**src/rtl/iss_arb_pkg.sv**
```systemverilog
package iss_arb_pkg;
  localparam int unsigned ISS_TOTAL_W  = 4;  // whole-machine issue width
  localparam int unsigned ISS_FIFO_CAP = 3;  // shared in-order budget
  localparam int unsigned ISS_NUM_FIFO = 3;  // class queues
  localparam int unsigned ISS_NUM_FU   = 4;  // functional units in the mask
  localparam int unsigned ISS_CNT_W    = $clog2(ISS_FIFO_CAP + 1);
  localparam int unsigned ISS_BUD_W    = $clog2(ISS_TOTAL_W + 1);
endpackage

```
**src/rtl/iss_budget.sv**
```systemverilog
module iss_budget #(
  parameter int unsigned NUM_FU   = 4,
  parameter int unsigned TOTAL_W  = 4,
  parameter int unsigned FIFO_CAP = 3,
  parameter int unsigned BW       = 3
) (
  input  logic [NUM_FU-1:0] fu_free_i,
  input  logic              ooo_req_i,
  output logic              ooo_grant_o,
  output logic [BW-1:0]     fifo_budget_o
);
  localparam int unsigned PW = $clog2(NUM_FU + 1);

  logic [PW-1:0] free_cnt;
  logic [BW-1:0] total_cap;
  logic [BW-1:0] after_ooo;

  always_comb begin
    free_cnt = '0;
    for (int i = 0; i < NUM_FU; i++) free_cnt = free_cnt + PW'(fu_free_i[i]);
  end

  always_comb begin
    if (int'(free_cnt) > int'(TOTAL_W)) total_cap = BW'(TOTAL_W);
    else                                total_cap = BW'(free_cnt);
  end

  // The single out-of-order slot is taken ahead of the class queues.
  assign ooo_grant_o = ooo_req_i && (total_cap != '0);
  assign after_ooo   = total_cap - BW'(ooo_grant_o);

  always_comb begin
    if (int'(after_ooo) > int'(FIFO_CAP)) fifo_budget_o = BW'(FIFO_CAP);
    else                                  fifo_budget_o = after_ooo;
  end

  always_comb begin
    assert_budget_cap_R3: assert (int'(fifo_budget_o) <= int'(FIFO_CAP))
      else $error("class budget above cap");
  end
endmodule

```
**src/rtl/iss_take.sv**
```systemverilog
module iss_take #(
  parameter int unsigned CW = 2,
  parameter int unsigned BW = 3
) (
  input  logic [CW-1:0] avail_i,
  input  logic [BW-1:0] left_i,
  output logic [CW-1:0] grant_o,
  output logic [BW-1:0] left_o
);
  always_comb begin
    if (BW'(avail_i) <= left_i) grant_o = avail_i;
    else                        grant_o = CW'(left_i);
    left_o = left_i - BW'(grant_o);
  end
endmodule

```
**src/rtl/iss_fifo_chain.sv**
```systemverilog
module iss_fifo_chain #(
  parameter int unsigned NUM_FIFO = 3,
  parameter int unsigned CW       = 2,
  parameter int unsigned BW       = 3
) (
  input  logic [NUM_FIFO*CW-1:0] avail_i,
  input  logic [BW-1:0]          budget_i,
  output logic [NUM_FIFO*CW-1:0] grant_o
);
  logic [BW-1:0] left [NUM_FIFO+1];

  assign left[0] = budget_i;

  for (genvar g = 0; g < NUM_FIFO; g++) begin : g_stage
    iss_take #(.CW(CW), .BW(BW)) take_i (
      .avail_i (avail_i[g*CW +: CW]),
      .left_i  (left[g]),
      .grant_o (grant_o[g*CW +: CW]),
      .left_o  (left[g+1])
    );
  end
endmodule

```
**src/rtl/issue_slot_arbiter.sv**
```systemverilog
module issue_slot_arbiter
  import iss_arb_pkg::*;
#(
  parameter int unsigned TOTAL_W  = ISS_TOTAL_W,
  parameter int unsigned FIFO_CAP = ISS_FIFO_CAP,
  parameter int unsigned NUM_FIFO = ISS_NUM_FIFO,
  parameter int unsigned NUM_FU   = ISS_NUM_FU
) (
  input  logic [NUM_FIFO*$clog2(FIFO_CAP+1)-1:0] fifo_avail_i,
  input  logic                                   ooo_req_i,
  input  logic [NUM_FU-1:0]                      fu_free_i,
  output logic [NUM_FIFO*$clog2(FIFO_CAP+1)-1:0] fifo_grant_o,
  output logic                                   ooo_grant_o
);
  localparam int unsigned CW = $clog2(FIFO_CAP + 1);
  localparam int unsigned BW = $clog2(TOTAL_W + 1);

  logic [BW-1:0] fifo_budget;

  iss_budget #(.NUM_FU(NUM_FU), .TOTAL_W(TOTAL_W), .FIFO_CAP(FIFO_CAP), .BW(BW)) budget_i (
    .fu_free_i     (fu_free_i),
    .ooo_req_i     (ooo_req_i),
    .ooo_grant_o   (ooo_grant_o),
    .fifo_budget_o (fifo_budget)
  );

  iss_fifo_chain #(.NUM_FIFO(NUM_FIFO), .CW(CW), .BW(BW)) chain_i (
    .avail_i  (fifo_avail_i),
    .budget_i (fifo_budget),
    .grant_o  (fifo_grant_o)
  );

  // Port-level checks across the budget stage and the priority chain.
  always_comb begin
    int unsigned fsum;
    int unsigned nfree;
    logic        full_above;
    fsum  = 0;
    nfree = 0;
    for (int i = 0; i < NUM_FU; i++) nfree += int'(fu_free_i[i]);
    full_above = 1'b1;
    for (int i = 0; i < NUM_FIFO; i++) begin
      fsum += int'(fifo_grant_o[i*CW +: CW]);
      assert_grant_le_avail_R4: assert (fifo_grant_o[i*CW +: CW] <= fifo_avail_i[i*CW +: CW])
        else $error("grant above issuable count");
      assert_class_priority_R5: assert (full_above || fifo_grant_o[i*CW +: CW] == '0)
        else $error("lower class served before higher");
      full_above = full_above && (fifo_grant_o[i*CW +: CW] == fifo_avail_i[i*CW +: CW]);
    end
    assert_fifo_sum_R3: assert (fsum <= FIFO_CAP)
      else $error("class queues over budget");
    assert_total_issue_R1: assert ((fsum + int'(ooo_grant_o) <= TOTAL_W) &&
                                   (fsum + int'(ooo_grant_o) <= nfree))
      else $error("total issue over budget");
    assert_ooo_rule_R2: assert (ooo_grant_o == (ooo_req_i && (nfree != 0)))
      else $error("out-of-order grant wrong");
  end
endmodule

```
**config.mk**
```make
export PLATFORM = sky130hd
export DESIGN_NAME = issue_slot_arbiter
export DESIGN_NICKNAME = d
export VERILOG_FILES = /design/src/rtl/iss_arb_pkg.sv /design/src/rtl/iss_budget.sv /design/src/rtl/iss_take.sv /design/src/rtl/iss_fifo_chain.sv /design/src/rtl/issue_slot_arbiter.sv
export SDC_FILE = /design/constraint.sdc
export NUM_CORES = 1
export LEC_CHECK = 0
export BUFFER_PORTS_ARGS = -buffer_cell sky130_fd_sc_hd__buf_2
export CORE_AREA = 2 2 39 41
export DETAILED_ROUTE_END_ITERATION = 12
export DIE_AREA = 0 0 41 43
export GPL_TIMING_DRIVEN = 0
export SETUP_SLACK_MARGIN = 0.3
export SYNTH_ARGS = -nofsm -noshare
export SYNTH_HDL_FRONTEND = slang
export SYNTH_SLANG_ARGS = --single-unit
```
**constraint.sdc**
```tcl
create_clock -name vclk -period 11.9
set_input_delay 2.975 -clock vclk [all_inputs]
set_output_delay 2.975 -clock vclk [all_outputs]
set_load 0.03 [all_outputs]
```
* Word-level counts from Yosys, hierarchy flattened
Index checks and enable logic that the tools add are counted.
** Storage, ports and cells
- Memories kept :: 0
- Memory bits (read-only) :: 0
- Memory bits (writable) :: 0
- Output and inout port bits :: 7
- Flip-flop bits (word level) :: 0
- Latch bits :: 0
- Bits of input ports :: 11
- Word-level logic and storage cells :: 18
** Operators by class
- $lt $le $gt $ge :: 5
- $add $sub $neg :: 6
- Eq/ne operators :: 0
- Divide/modulo/power cells :: 0
- Reductions and logical operators :: 2
- Shifts and indexed selects :: 0
- Bitwise gates (word level) :: 0
- Multiplexer cells :: 5
- Multipliers :: 0
** Operators with widths (count)
- 2-bit by 3-bit <= comparator with 1-bit output :: 3
- 3-bit by 1-bit adder with 3-bit output :: 2
- 2-bit 2-to-1 mux :: 3
- 3-bit 2-to-1 mux :: 2
- 3-bit by 2-bit subtractor with 3-bit output :: 2
- 3-bit by 2-bit greater-than comparator with 1-bit output, second input constant :: 1
- 3-bit greater-than comparator, second input constant :: 1
- 3-bit nonzero test :: 1
- 3-bit by 1-bit subtractor with 3-bit output :: 1
- 1-bit by 1-bit adder with 2-bit output :: 1
- 1-bit logical AND :: 1

* Logic depth before layout (Yosys ltp)
- Word-level depth :: 18
- Gate-level depth with buffers :: 29
- Gate-level depth less buffers :: 29

* Cells and area by module
From an unflattened synthesis, not the netlist that was laid out.
** Unflattened totals
- Cell total of the unflattened synthesis :: 72
- Area total of the unflattened synthesis :: 579.3 µm²
** Modules (own cells, without submodules)
- iss_take :: seq. area each 0.0 µm², area an instance 157.7 µm², cells an instance 20, instances 3
- iss_budget :: seq. area each 0.0 µm², area an instance 106.4 µm², cells an instance 12, instances 1

* Worst setup path before layout
Ideal clock, no wire load.
- Kind :: input port to output port
- From :: input port fu_free_i[0]
- To :: output port fifo_grant_o[4]
- Cell stages on the path :: 27
- Data required time :: 8.925 ns
- Path buffers :: 0
- Setup slack :: -1.378 ns
- Data arrival time :: 10.303 ns
- Cell sequence :: ha_1 > inv_1 > fa_1 > inv_1 > ha_1 > o31a_2 > ha_1 > nand2_1 > ha_1 > nor2_1 > a32oi_1 > o32ai_1 > a221oi_1 > ha_1 > inv_1 > ha_1 > inv_1 > ha_1 > nor2b_1 > o221ai_1 > o21ai_0 > ha_1 > fa_1 > ha_1 > a21oi_1 > a211oi_1 > mux2i_1
** On the way
- Longest elaborated chain between the ends :: 18
** Ends and longest elaborated chain
- from (decl) :: RTL line issue_slot_arbiter.sv:11 : input logic [NUM_FU-1:0] fu_free_i,
- 1-bit by 1-bit adder with 2-bit output * :: RTL line iss_budget.sv:20 : for (int i = 0; i < NUM_FU; i++) free_cnt = free_cnt + PW'(fu_free_i[i]);
- 3-bit by 1-bit adder with 3-bit output * (2 in series) :: RTL line iss_budget.sv:20
- 3-bit greater-than comparator :: RTL line iss_budget.sv:24 : if (int'(free_cnt) > int'(TOTAL_W)) total_cap = BW'(TOTAL_W);
- 3-bit 2-to-1 mux * :: RTL line iss_budget.sv:24
- 3-bit nonzero test * :: RTL line iss_budget.sv:29 : assign ooo_grant_o = ooo_req_i && (total_cap != '0);
- 1-bit logical AND * :: RTL line iss_budget.sv:29
- net ooo_grant_o :: RTL line issue_slot_arbiter.sv:13 : output logic ooo_grant_o
- 3-bit by 1-bit subtractor with 3-bit output * :: RTL line iss_budget.sv:30 : assign after_ooo = total_cap - BW'(ooo_grant_o);
- [4 not listed]
- net fifo_grant_o[0] :: RTL line issue_slot_arbiter.sv:12 : output logic [NUM_FIFO*$clog2(FIFO_CAP+1)-1:0] fifo_grant_o,
- 3-bit by 2-bit subtractor with 3-bit output * :: RTL line iss_take.sv:13 : left_o = left_i - BW'(grant_o);
- 2-bit by 3-bit <= comparator with 1-bit output :: RTL line iss_take.sv:11 : if (BW'(avail_i) <= left_i) grant_o = avail_i;
- 2-bit 2-to-1 mux * :: RTL line iss_take.sv:11
- net fifo_grant_o[2] :: RTL line issue_slot_arbiter.sv:12
- 3-bit by 2-bit subtractor with 3-bit output * :: RTL line iss_take.sv:13
- 2-bit by 3-bit <= comparator with 1-bit output :: RTL line iss_take.sv:11
- 2-bit 2-to-1 mux * :: RTL line iss_take.sv:11
- to (decl) :: RTL line issue_slot_arbiter.sv:12
The timed path passes the listed nets; every way through them passes the cells marked *.

* Final worst setup path
- From :: input port fu_free_i[1]
- To :: output port fifo_grant_o[5]
** On the way
- Longest elaborated chain between the ends :: 18
** Ends and longest elaborated chain
- 1-bit by 1-bit adder with 2-bit output * :: RTL line iss_budget.sv:20
- 3-bit by 1-bit adder with 3-bit output * (2 in series) :: RTL line iss_budget.sv:20
- 3-bit greater-than comparator :: RTL line iss_budget.sv:24
- 3-bit 2-to-1 mux * :: RTL line iss_budget.sv:24
- 3-bit nonzero test :: RTL line iss_budget.sv:29
- 1-bit logical AND :: RTL line iss_budget.sv:29
- 3-bit by 1-bit subtractor with 3-bit output * :: RTL line iss_budget.sv:30
- 3-bit by 2-bit greater-than comparator with 1-bit output :: RTL line iss_budget.sv:33 : if (int'(after_ooo) > int'(FIFO_CAP)) fifo_budget_o = BW'(FIFO_CAP);
- 3-bit 2-to-1 mux * :: RTL line iss_budget.sv:33
- 2-bit by 3-bit <= comparator with 1-bit output :: RTL line iss_take.sv:11
- 2-bit 2-to-1 mux :: RTL line iss_take.sv:11
- 3-bit by 2-bit subtractor with 3-bit output * :: RTL line iss_take.sv:13
- 2-bit by 3-bit <= comparator with 1-bit output :: RTL line iss_take.sv:11
- 2-bit 2-to-1 mux :: RTL line iss_take.sv:11
- 3-bit by 2-bit subtractor with 3-bit output * :: RTL line iss_take.sv:13
- 2-bit by 3-bit <= comparator with 1-bit output :: RTL line iss_take.sv:11
- 2-bit 2-to-1 mux * :: RTL line iss_take.sv:11
Every way passes the cells marked *; elsewhere a longest branch is shown, timed or not.

==> metrics.txt <==
register area share after synthesis=0%; vias in the first global route=roughly 500; Port Buf Inserts=18; final count of hold timing violations=0; average via count per standard cell=~5.1; antenna diode count=0; normalized max-slew margin=around 76%; Horiz. Die Dim=slightly above 40 um; synthesized-area fraction occupied by and/or/nand/nor cells=13.42%; largest family of logic cells by synthesized area=adder cells; grt ovf=0; Die Area=around 0.0018 mm^2; Synth Area in Adders=roughly 40%; routed wire length=between 1000 and 1500 um; kind of start point of the critical path=input pin; synthesized area divided by synthesized cell count=roughly 7.4 um^2; initial antenna violation count=0; All-Layer GR Usage=15.35%; Critical Path Fanout Max=3; Unique masters post-synth=23; Seq. cell area=0 um^2; type of the worst min-delay path=input pin to output port; initial DRC count=3; largest cells by area after synthesis=ha_1 (32%), inv_1 (13%), fa_1 (8.4%), mux2i_1 (6.3%), nand2_1 (5.5%); number of buffers inserted for hold repair after clock tree synthesis=0; maximum number of pins on one net before global-route repair=8; Finish-stage setup viols=0; first-pass GRT wire length=~2000 um; row count=14; classification of the worst setup path=input pin to output port; placer congestion estimate=~0.67; proportion of synthesized area in mux cells=under 10%; most repeated cell in the gate-level netlist after synthesis=inv_1; Fmax achieved=a little under 90 MHz; post-layout net count=around 120; smallest hold slack=6.333 ns; status=completed; final sum of negative setup slack=0 ns; Seq Cell Count=0; number of max-slew violations in the final report=0; core footprint=0.001384 mm^2; Critical Path AT=8.51 ns; starting density of the core=between 30% and 40%; number of synthesis warnings=0; synthesized area=475.5 um^2; worst path required time=a little under 9 ns; layout overhead on the synthesized area=93.95%; fraction of post-synthesis cell area in the top cell type by area=31.58%; worst stage delay on the critical path=0.46 ns; total number of vias=between 500 and 600; xor/xnor share of the synthesized area=5.263%; post-synthesis compound-gate area fraction=between 20% and 30%; DR DRC count=0; cell type of the slowest stage on the worst timing path=fa_2; Detailed Place HPWL=roughly 1100 um; number of routed nets with antenna violations=0; total iterations of the first detailed-routing run=4; min cycle time layout=11.48 ns; Layout fillers=around 120; endpoint type of the worst setup path=output port; slew at the pin with the worst max-slew slack=roughly 0.36 ns; cell with the most instances on the worst path=ha_4; top cell type by total area after synthesis=ha_1; setup repair after global routing missed its margin=true; leading cell types by count after synthesis=inv_1 (17), ha_1 (12), nand2_1 (7), mux2i_1 (3), o21ai_0 (3); Post-Synthesis Net Count=between 80 and 90; max cap viols=0; period utilisation layout=96.49%; average detailed-routed wire length per instance=approximately 12 um; share of final-layout standard cells stronger than drive strength 1=between 60% and 70%; num ports=18; y dimension of the die=roughly 43 um; Syn Inst Count=64; Layout clock buffers=0
per-stage QoR:
stage	setup WS, ns	instances	utilization [%]	instance area [um^2]
floorplan	0.06246	64	-	690.7
global placement	0.2369	98	57.87	800.8
detailed placement	0.1689	98	57.87	800.8
CTS	0.3119	102	61.75	854.6
global route	0.1967	104	66.64	922.1
finish	0.4176	104	66.64	922.1
worst paths after layout:
path | from | to | cells past startpoint
min | ooo_req_i | ooo_grant_o | 3
max | fu_free_i[1] | fifo_grant_o[5] | 30
kinds of logic (layout without fill, tap and decap cells):
kind of cell | after synthesis | count (layout)
adder cells (fa/ha/maj) | 14 | 14
AO/OA/AOI/OAI | 14 | 14
AND/OR/NAND/NOR | 14 | 14
multiplexers | 3 | 3
XOR/XNOR | 2 | 2
buffers and inverters | 17 | 41
placed cells by master, fill, tap and decap left out, types with 4 or more instances in the layout:
cell	instances
buf_2	14
inv_1	11
ha_4	8
buf_4	6
inv_2	5
nand2_1	4
buf_6	4
critical path: cells and delay by family:
kind                       cells  cell delay [ns]
AOI/OAI and AO/OA              8             1.46
adders and majority gates     11             3.03
buffers and inverters          6             0.43
muxes                          1             0.29
and+or+nand+nor                4             0.33
cell type report:
type	count	area, um^2	share of cell area [%]
well taps	16	20.02	2.171
inverters	17	66.31	7.191
repair buffers	24	160.2	17.37
multi-input cells	47	675.6	73.27
repair_timing:
| action | in CTS | in global routing |
|---|---|---|
| gates resized for setup | 5 | 10 |
| setup buffers | 4 | 2 |
| pin swaps | 6 | 3 |
| setup endpoints to repair | 2 | 2 |
per-layer routing:
metal	vias to the layer above	part of all wire, %	track usage, %
li1	270	-	-
met1	243	40	16.35
met2	13	55	30.31
met3	2	4.2	0.5236
met4	0	0.65	2.667
met5	-	0	0
Power is left out: the tool's default activity adds up to more than one toggle a clock period on the data nets, which glitch-free logic cannot reach.
